## src/rtl/macreg_pkg.sv

```systemverilog
package macreg_pkg;
  localparam int unsigned WORD_W   = 32;
  localparam int unsigned NUM_REGS = 12;
  localparam int unsigned HALF_W   = WORD_W / 2;

  localparam int IDX_CTRL      = 0;
  localparam int IDX_MATCH_CFG = 1;
  localparam int IDX_MATCH_EN  = 2;
  localparam int IDX_TX_BASE   = 3;
  localparam int IDX_RX_BASE   = 4;
  localparam int IDX_INT_EN    = 5;
  localparam int IDX_INT_STAT  = 6;
  localparam int IDX_FIFO_THR  = 7;
  localparam int IDX_RX_MAXLEN = 8;
  localparam int IDX_MISS_CNT  = 9;
  localparam int IDX_MGMT_ADDR = 10;
  localparam int IDX_MGMT_DATA = 11;

  localparam int CTRL_RX_BIT   = 0;
  localparam int CTRL_TX_BIT   = 8;
  localparam int CTRL_SRST_BIT = 24;

  function automatic logic [WORD_W-1:0] reg_reset(input int idx);
    case (idx)
      IDX_TX_BASE, IDX_RX_BASE: return 32'hFFFF_FFFC;
      IDX_FIFO_THR:             return 32'h0000_0101;
      IDX_RX_MAXLEN:            return 32'h0000_0800;
      IDX_MISS_CNT:             return 32'h0000_7FFF;
      IDX_MGMT_ADDR:            return 32'h0090_0000;
      default:                  return '0;
    endcase
  endfunction

  function automatic logic [WORD_W-1:0] reg_wmask(input int idx);
    case (idx)
      IDX_TX_BASE, IDX_RX_BASE: return 32'hFFFF_FFFC;
      IDX_CTRL:                 return ~(32'd1 << CTRL_SRST_BIT);
      default:                  return '1;
    endcase
  endfunction
endpackage

```

## src/rtl/macreg_srst.sv

```systemverilog
module macreg_srst #(
  parameter int SRST_CYCLES = 16
) (
  input  logic clk,
  input  logic rst,
  input  logic start,
  output logic busy
);
  localparam int CW = $clog2(SRST_CYCLES + 1);
  localparam logic [CW-1:0] LAST = CW'(SRST_CYCLES - 1);

  logic [CW-1:0] cnt_q;

  always_ff @(posedge clk) begin
    if (rst) begin
      busy  <= 1'b0;
      cnt_q <= '0;
    end else if (busy) begin
      if (cnt_q == LAST) begin
        busy  <= 1'b0;
        cnt_q <= '0;
      end else begin
        cnt_q <= cnt_q + 1'b1;
      end
    end else if (start) begin
      busy  <= 1'b1;
      cnt_q <= '0;
    end
  end
endmodule

```

## src/rtl/macreg_stat.sv

```systemverilog
module macreg_stat
  import macreg_pkg::*;
(
  input  logic              clk,
  input  logic              clr,
  input  logic [WORD_W-1:0] evt_set,
  input  logic              w1c_we,
  input  logic [WORD_W-1:0] w1c_mask,
  input  logic [WORD_W-1:0] int_en,
  output logic [WORD_W-1:0] stat_q,
  output logic              irq_rx,
  output logic              irq_tx
);
  logic [1:0] irq_q;

  always_ff @(posedge clk) begin
    if (clr) stat_q <= '0;
    else     stat_q <= (stat_q & ~(w1c_we ? w1c_mask : '0)) | evt_set;
  end

  // half 0 = receive events, half 1 = transmit events
  for (genvar h = 0; h < 2; h++) begin : g_half
    always_ff @(posedge clk) begin
      if (clr) irq_q[h] <= 1'b0;
      else     irq_q[h] <= |(stat_q[h*HALF_W +: HALF_W] & int_en[h*HALF_W +: HALF_W]);
    end
  end

  assign irq_rx = irq_q[0];
  assign irq_tx = irq_q[1];
endmodule

```

## src/rtl/macreg_top.sv

```systemverilog
module macreg_top
  import macreg_pkg::*;
#(
  parameter int AW          = 4,
  parameter int SRST_CYCLES = 16
) (
  input  logic              clk,
  input  logic              rst,
  input  logic              bus_wr,
  input  logic              bus_rd,
  input  logic [AW-1:0]     bus_addr,
  input  logic [WORD_W-1:0] bus_wdata,
  output logic [WORD_W-1:0] bus_rdata,
  input  logic [WORD_W-1:0] evt_set,
  output logic              tx_en,
  output logic              rx_en,
  output logic [WORD_W-1:0] tx_list_base,
  output logic [WORD_W-1:0] rx_list_base,
  output logic [WORD_W-1:0] match_cfg,
  output logic [WORD_W-1:0] match_en,
  output logic              irq_rx,
  output logic              irq_tx
);
  logic              srst_busy;
  logic              wr_ok;
  logic              srst_go;
  logic              soft_clr;
  logic [WORD_W-1:0] regs_q [NUM_REGS];
  logic [WORD_W-1:0] stat_q;
  logic [WORD_W-1:0] int_en_q;
  logic [WORD_W-1:0] rd_val;

  assign wr_ok    = bus_wr && !srst_busy;
  assign srst_go  = wr_ok && (bus_addr == AW'(IDX_CTRL)) && bus_wdata[CTRL_SRST_BIT];
  assign soft_clr = rst || srst_busy || srst_go;

  macreg_srst #(.SRST_CYCLES(SRST_CYCLES)) u_srst (
    .clk   (clk),
    .rst   (rst),
    .start (srst_go),
    .busy  (srst_busy)
  );

  for (genvar g = 0; g < NUM_REGS; g++) begin : g_reg
    if (g == IDX_INT_STAT) begin : g_stat_slot
      assign regs_q[g] = stat_q;
    end else begin : g_rw
      localparam logic [WORD_W-1:0] RV = reg_reset(g);
      localparam logic [WORD_W-1:0] WM = reg_wmask(g);
      always_ff @(posedge clk) begin
        if (soft_clr)                            regs_q[g] <= RV;
        else if (wr_ok && bus_addr == AW'(g))    regs_q[g] <= bus_wdata & WM;
      end
    end
  end

  assign int_en_q = regs_q[IDX_INT_EN];

  macreg_stat u_stat (
    .clk      (clk),
    .clr      (soft_clr),
    .evt_set  (evt_set),
    .w1c_we   (wr_ok && bus_addr == AW'(IDX_INT_STAT)),
    .w1c_mask (bus_wdata),
    .int_en   (int_en_q),
    .stat_q   (stat_q),
    .irq_rx   (irq_rx),
    .irq_tx   (irq_tx)
  );

  always_comb begin
    rd_val = '0;
    for (int i = 0; i < NUM_REGS; i++)
      if (bus_addr == AW'(i)) rd_val = regs_q[i];
  end

  always_ff @(posedge clk) begin
    if (rst)         bus_rdata <= '0;
    else if (bus_rd) bus_rdata <= srst_busy ? '0 : rd_val;
  end

  assign rx_en        = regs_q[IDX_CTRL][CTRL_RX_BIT];
  assign tx_en        = regs_q[IDX_CTRL][CTRL_TX_BIT];
  assign tx_list_base = regs_q[IDX_TX_BASE];
  assign rx_list_base = regs_q[IDX_RX_BASE];
  assign match_cfg    = regs_q[IDX_MATCH_CFG];
  assign match_en     = regs_q[IDX_MATCH_EN];
endmodule

```

## config.mk

```make
export PLATFORM = sky130hd
export DESIGN_NAME = macreg_top
export DESIGN_NICKNAME = d
export VERILOG_FILES = /design/src/rtl/macreg_pkg.sv /design/src/rtl/macreg_srst.sv /design/src/rtl/macreg_stat.sv /design/src/rtl/macreg_top.sv
export SDC_FILE = /design/constraint.sdc
export NUM_CORES = 1
export LEC_CHECK = 0
export BUFFER_PORTS_ARGS = -buffer_cell sky130_fd_sc_hd__buf_2
export CORE_AREA = 2 2 241 243
export CTS_CLUSTER_SIZE = 10
export DETAILED_ROUTE_END_ITERATION = 7
export DIE_AREA = 0 0 243 245
export GPL_TIMING_DRIVEN = 0
export PLACE_DENSITY = 0.59
export SETUP_SLACK_MARGIN = 0.3
export SKIP_LAST_GASP = 1
export SYNTH_ARGS = -nofsm -noshare
export SYNTH_HDL_FRONTEND = slang
export SYNTH_SLANG_ARGS = --single-unit
```

## constraint.sdc

```tcl
create_clock -name clk -period 1.7 [get_ports clk]
set_input_delay 0.255 -clock clk [delete_from_list [all_inputs] [get_ports clk]]
set_output_delay 0.255 -clock clk [all_outputs]
set_load 0.05 [all_outputs]
```

=== After elaboration in Yosys (flattened, before gate mapping) ===
Index checks and enable logic that the tools add are counted.

* Add/sub/neg operators: 1
* Eq/ne operators: 12
* Multiplexer cells: 20
* Bitwise logic cells: 5
* Reductions and logical operators: 21

{| class="wikitable"
|+ Operator list
! kind !! count
|-
| 2-to-1 mux 32 bit || 14
|-
| AND 16 bit || 2
|-
| AND 32 bit || 1
|-
| NOT 32 bit || 1
|-
| OR 32 bit || 1
|-
| OR reduction 16 bit || 2
|-
| == test 4 x 3 -> 1 bit, second input constant || 4
|-
| == test 4 bit, second input constant || 4
|-
| 2-to-1 mux 5 bit || 3
|-
| logical AND 1 bit || 14
|-
| == test 4 x 2 -> 1 bit, second input constant || 2
|-
| adder 5 x 1 -> 5 bit, second input constant || 1
|-
| == test 5 x 4 -> 1 bit, second input constant || 1
|-
| == test 4 x 1 -> 1 bit, second input constant || 1
|-
| logical NOT 4 bit || 1
|-
| 2-to-1 mux 1 bit || 3
|-
| logical OR 1 bit || 2
|-
| nonzero test 2 bit || 1
|-
| logical NOT 1 bit || 1
|}

* Bits in registers: 419
* Output and inout port bits: 164

=== Longest topological paths before layout ===
* Word-level depth: 14
* Depth in mapped cells: 8
* Mapped depth without buffers: 5

=== Cells and area by module ===
A second synthesis with hierarchy kept.

* Cells, all modules: 2553
* Area, all modules: 19170.9 um^2

{| class="wikitable"
|+ Modules (own cells, without submodules)
! module !! instances !! cells an instance !! area each (um^2)
|-
| macreg_top || 1 || 2366 || 17628.2
|-
| macreg_stat || 1 || 157 || 1285.0
|-
| macreg_srst || 1 || 30 || 257.7
|}

=== Worst setup path after synthesis ===
No wires, ideal clock.

* Path type: flip-flop to flip-flop
* Start point: register u_srst.busy
* End point: register, netlist name u_stat.stat_q[1]
* Setup time: 117 ps
* Data arrival time: 1523 ps
* Slack: 59 ps
* Cell stages (with the launch flop): 8
* Cell sequence: dfxtp_1 nor2b_1 buf_2 clkbuf_1 buf_1 nand4_1 a21oi_1 nor2_1

* Cells in the longest elaborated chain, start to end: 7

{| class="wikitable"
|+ RTL lines
! element !! line !! text
|-
| start, declared || macreg_srst.sv:7 || <nowiki>output logic busy</nowiki>
|-
| start signal, assigned || macreg_srst.sv:16 || <nowiki>busy <= 1'b0;</nowiki>
|-
| start signal, assigned || macreg_srst.sv:20 || <nowiki>busy <= 1'b0;</nowiki>
|-
| start signal, assigned || macreg_srst.sv:26 || <nowiki>busy <= 1'b1;</nowiki>
|-
| logical NOT 1 bit || macreg_top.sv:33 || <nowiki>assign wr_ok = bus_wr && !srst_busy;</nowiki>
|-
| logical AND 1 bit || macreg_top.sv:33 ||
|-
| logical AND 1 bit || macreg_top.sv:63 || <nowiki>.w1c_we (wr_ok && bus_addr == AW'(IDX_INT_STAT)),</nowiki>
|-
| 2-to-1 mux 32 bit || macreg_stat.sv:18 || <nowiki>else stat_q <= (stat_q & ~(w1c_we ? w1c_mask : '0)) | evt_set;</nowiki>
|-
| NOT 32 bit || macreg_stat.sv:18 ||
|-
| AND 32 bit || macreg_stat.sv:18 ||
|-
| OR 32 bit || macreg_stat.sv:18 ||
|}

Several ways; a longest one is shown, not always the timed one.
A chain may end at the register's enable or synchronous reset.

=== Worst setup path after layout ===
* Start point: register u_srst.busy
* End point: register regs_q[375] (netlist bit)

* Cells in the longest elaborated chain, start to end: 5

{| class="wikitable"
|+ RTL lines
! element !! line !! text
|-
| logical NOT 1 bit || macreg_top.sv:33 ||
|-
| logical AND 1 bit || macreg_top.sv:33 ||
|-
| logical AND 1 bit || macreg_top.sv:34, macreg_top.sv:52 ||
|-
| logical AND 1 bit || macreg_top.sv:34 || <nowiki>assign srst_go = wr_ok && (bus_addr == AW'(IDX_CTRL)) && bus_wdata[CTRL_SRST_BIT];</nowiki>
|-
| logical OR 1 bit || macreg_top.sv:35 || <nowiki>assign soft_clr = rst || srst_busy || srst_go;</nowiki>
|-
| end signal, assigned by index || macreg_top.sv:52 || <nowiki>else if (wr_ok && bus_addr == AW'(g)) regs_q[g] <= bus_wdata & WM;</nowiki>
|-
| end, declared || macreg_top.sv:28 || <nowiki>logic [WORD_W-1:0] regs_q [NUM_REGS];</nowiki>
|}

Several ways; a longest one is shown, not always the timed one.

==> metrics.txt <==
Final nets 2973; Post-DP HPWL 71.1 mm; Worst Setup End Kind flip-flop; Initial DRC Count 2286; sw frac 0.283; critical path peak fanout 10; Worst Min Path Start bus_wdata[0]; final setup TNS -21890 ps; Pre-antenna DRT Iters 6; largest net degree at the start of global routing 13; clock-pin slew on the worst setup and hold paths 60 ps; Max stage delay cell, worst path dfxtp_4; Worst Skew 18.8 ps; final worst path period need 1810 ps; worst slew pin tran 858 ps; NetSw 6600 uW; Post-synth EDFFs 0; register area share after synthesis 0.426; LEAKAGE 0.0101 uW; Post-Route WL 94.0 mm; fin cells 3684; Hold Fails Final Rpt 0; Synth Area in XOR/XNOR 0.000444; Die Ht 245 um; hold crit path type input pin to flip-flop; n_diodes 0; FP Rows 88; placed cell count 3537; worst path arrival time 2320 ps; post-synthesis register bit count 419; H-tree depth 2; Slew Viols, Final 0; Die Wd 243 um; Critical Path, Cell by Cell nor2b_4, and2_4, buf_12, a211o_4, buf_12, buf_4, a21oi_1; distinct cell type count after synthesis 73; # IOs 236; Adder-Cell Fraction of Synth Area 0.000635; multiplexer share of the synthesized area 0.0444; Worst Setup SP u_srst.busy$_SDFF_PP0_; drt via density 5.67; clock network power share 0.418; CP most frequent cell buf_12; core footprint 0.0570 mm^2; CTS tree built; Worst-Skew Late Latency 610 ps; max frequency 553 MHz; Synth area leader dfxtp_1; gr ovfl total 0; Synth Area in Compound Gates 0.181; share of the synthesized area in the top cell type 0.426; Worst slew margin 0.428; Clock Sinks 419; CP required 2220 ps; sequential share of power 0.441; first-pass GRT wire length 133 mm; DR vias 20900; vias in the first global route 19960; area delta synth->final 32.1%; CTS Buffer Depth 3; status finished with violations; Final setup viols 370; Clock Root Buffer clkbuf_16; prevailing post-synth register cell dfxtp_1; Die ar. 0.0595 mm^2; CP peak stage delay 450 ps; CTS Buf Count 49; Int Pwr 16700 uW; All-Layer GR Usage 0.303; Crit Path Category flip-flop to flip-flop; Initial Utilization 0.345; drt wl/cell 25.5 um; share of cells above drive strength 1 0.316; fin crit share 1.06; DRC 0; largest family of logic cells by synthesized area simple AND/OR/NAND/NOR gates; PwrDens 896 mW/mm^2; RSZ-0062 raised after global routing yes; failing checks negative setup slack; Synth Instances 2542; PortBufs 227; Comb pwr share 0.140; Synth Area in Simple Gates 0.237; flop2flop setup slack -110 ps; Synth Warn # 0; Area contributors post-synth dfxtp_1 43%, nand2_1 14%, a21oi_1 9.2%; Avg Inst Size Synth 7.75 um^2; setup slack after layout -109 ps; max cap viols 0; Post-Synthesis Cell Area 0.0197 mm^2; Reg-to-Reg Start u_srst.busy$_SDFF_PP0_; antenna-violating nets left 0; crit start category flip-flop; antenna violations before repair 1; Async SR Flop Fraction 0; worst ir drop on vdd 0.000681 V; RD Place Congestion 0.986
==> critical path, delay by kind of cell, from the launching register on <==
family	cells	cell delay [ps]
AND/OR/NAND/NOR	2	200
AO/OA/AOI/OAI	2	540
buffers and inverters	3	500
flip-flops	1	450
==> state kept, by name (all words and copies together) (netlist names) <==
| register | count |
|---|---|
| bus_rdata | 32 |
| int_en_q | 32 |
| match_cfg | 32 |
| match_en | 32 |
| regs_q | 189 |
| rx_en | 1 |
| rx_list_base | 30 |
| tx_en | 1 |
| tx_list_base | 30 |
| u_srst.busy | 1 |
| u_srst.cnt_q | 5 |
| u_stat.irq_rx | 1 |
| u_stat.irq_tx | 1 |
| u_stat.stat_q | 32 |
==> per-layer routing <==
layer	vias up	wire (um)	track usage
met5	-	10	0
li1	9270	-	-
met3	242	8300	0.0444
met2	1186	42300	0.477
met1	10200	38100	0.399
met4	2	5280	0.165
==> final cells by class <==
| class | instances | area [um^2] |
|---|---|---|
| plain buffers | 359 | 2810 |
| fillers | 5696 | 31000 |
| clock inverters | 1 | 8.76 |
| multi-input cells | 1760 | 10400 |
| clock buffers | 69 | 1380 |
| flip-flops and latches | 419 | 8400 |
| well taps | 765 | 957 |
| inverters | 7 | 27.5 |
| repair buffers | 304 | 2030 |
==> cell usage after synthesis (all sizes together) (9+ instances only) <==
master   instances
a21oi          361
clkbuf         109
nor3b           12
o221ai          25
nand4           33
nor2           104
buf            250
nand3           92
a211oi          11
o21ai           22
a21o            21
a22oi           26
a22o            10
nand3b          10
and3            25
o22a            18
dfxtp          419
nor2b           12
nor3            25
o22ai           24
nand2          733
o2bb2ai          9
a221oi          10
mux2i           75
==> cells by family (layout without fill, tap and decap cells) <==
| logic type | after synthesis | count (layout) |
|---|---|---|
| AND/OR/NAND/NOR | 1083 | 1083 |
| AO/OA/AOI/OAI | 587 | 587 |
| flip-flops | 419 | 419 |
| buffers and inverters | 366 | 740 |
| multiplexers | 84 | 84 |
| adder cells (fa/ha/maj) | 1 | 1 |
| other | 1 | 4 |
| XOR/XNOR | 1 | 1 |
==> through the flow <==
stage	setup slack [ps]	util	hold slack (ps)	area, um^2	total power [uW]
finish	-109	0.456	209	26000	23300
global route	-132	0.456	229	26000	23800
detailed placement	-820	0.407	447	23200	13300
global placement	-827	0.407	442	23200	13300
CTS	-91.8	0.451	204	25700	23200
floorplan	181	-	372	21100	12200
==> placed cells by master (no fill, tap or decap), drive strengths merged, types with 18 or more instances in the layout <==
| master | Yosys | final |
|---|---|---|
| a21o | 21 | 21 |
| a21oi | 361 | 361 |
| a22oi | 26 | 26 |
| and3 | 25 | 25 |
| buf | 250 | 488 |
| clkbuf | 109 | 183 |
| dfxtp | 419 | 419 |
| dlygate4sd3 | 0 | 61 |
| mux2i | 75 | 75 |
| nand2 | 733 | 733 |
| nand3 | 92 | 92 |
| nand4 | 33 | 33 |
| nor2 | 104 | 104 |
| nor3 | 25 | 25 |
| o21ai | 22 | 22 |
| o221ai | 25 | 25 |
| o22a | 18 | 18 |
| o22ai | 24 | 24 |
==> power by group through the flow <==
stage | clock [uW] | combinational, uW | sequential [uW]
global route | 10200 | 3380 | 10300
CTS | 9770 | 3120 | 10300
floorplan | 0 | 1740 | 10500
detailed placement | 0 | 2850 | 10500
global placement | 0 | 2830 | 10500
finish | 9760 | 3270 | 10300
==> final timing paths <==
path / end / cells past startpoint
max: regs_q[375]$_SDFFE_PP0P_ / 7
min: rx_en$_SDFFE_PP0P_ / 3
max reg2reg: regs_q[375]$_SDFFE_PP0P_ / 7
min reg2reg: regs_q[365]$_SDFFE_PP0P_ / 2
==> what timing repair did <==
action | 4_1_cts | 5_1_grt
buffers inserted | 9 | 1
hold buffers | 61 | 0
endpoints found under the setup margin | 575 | 578
gates resized for setup | 101 | 106
cloned | 4 | 2
pin swaps | 3 | 3
endpoints found under the hold margin | 61 | 0
Note: power is estimated with default switching activity, not from simulation.
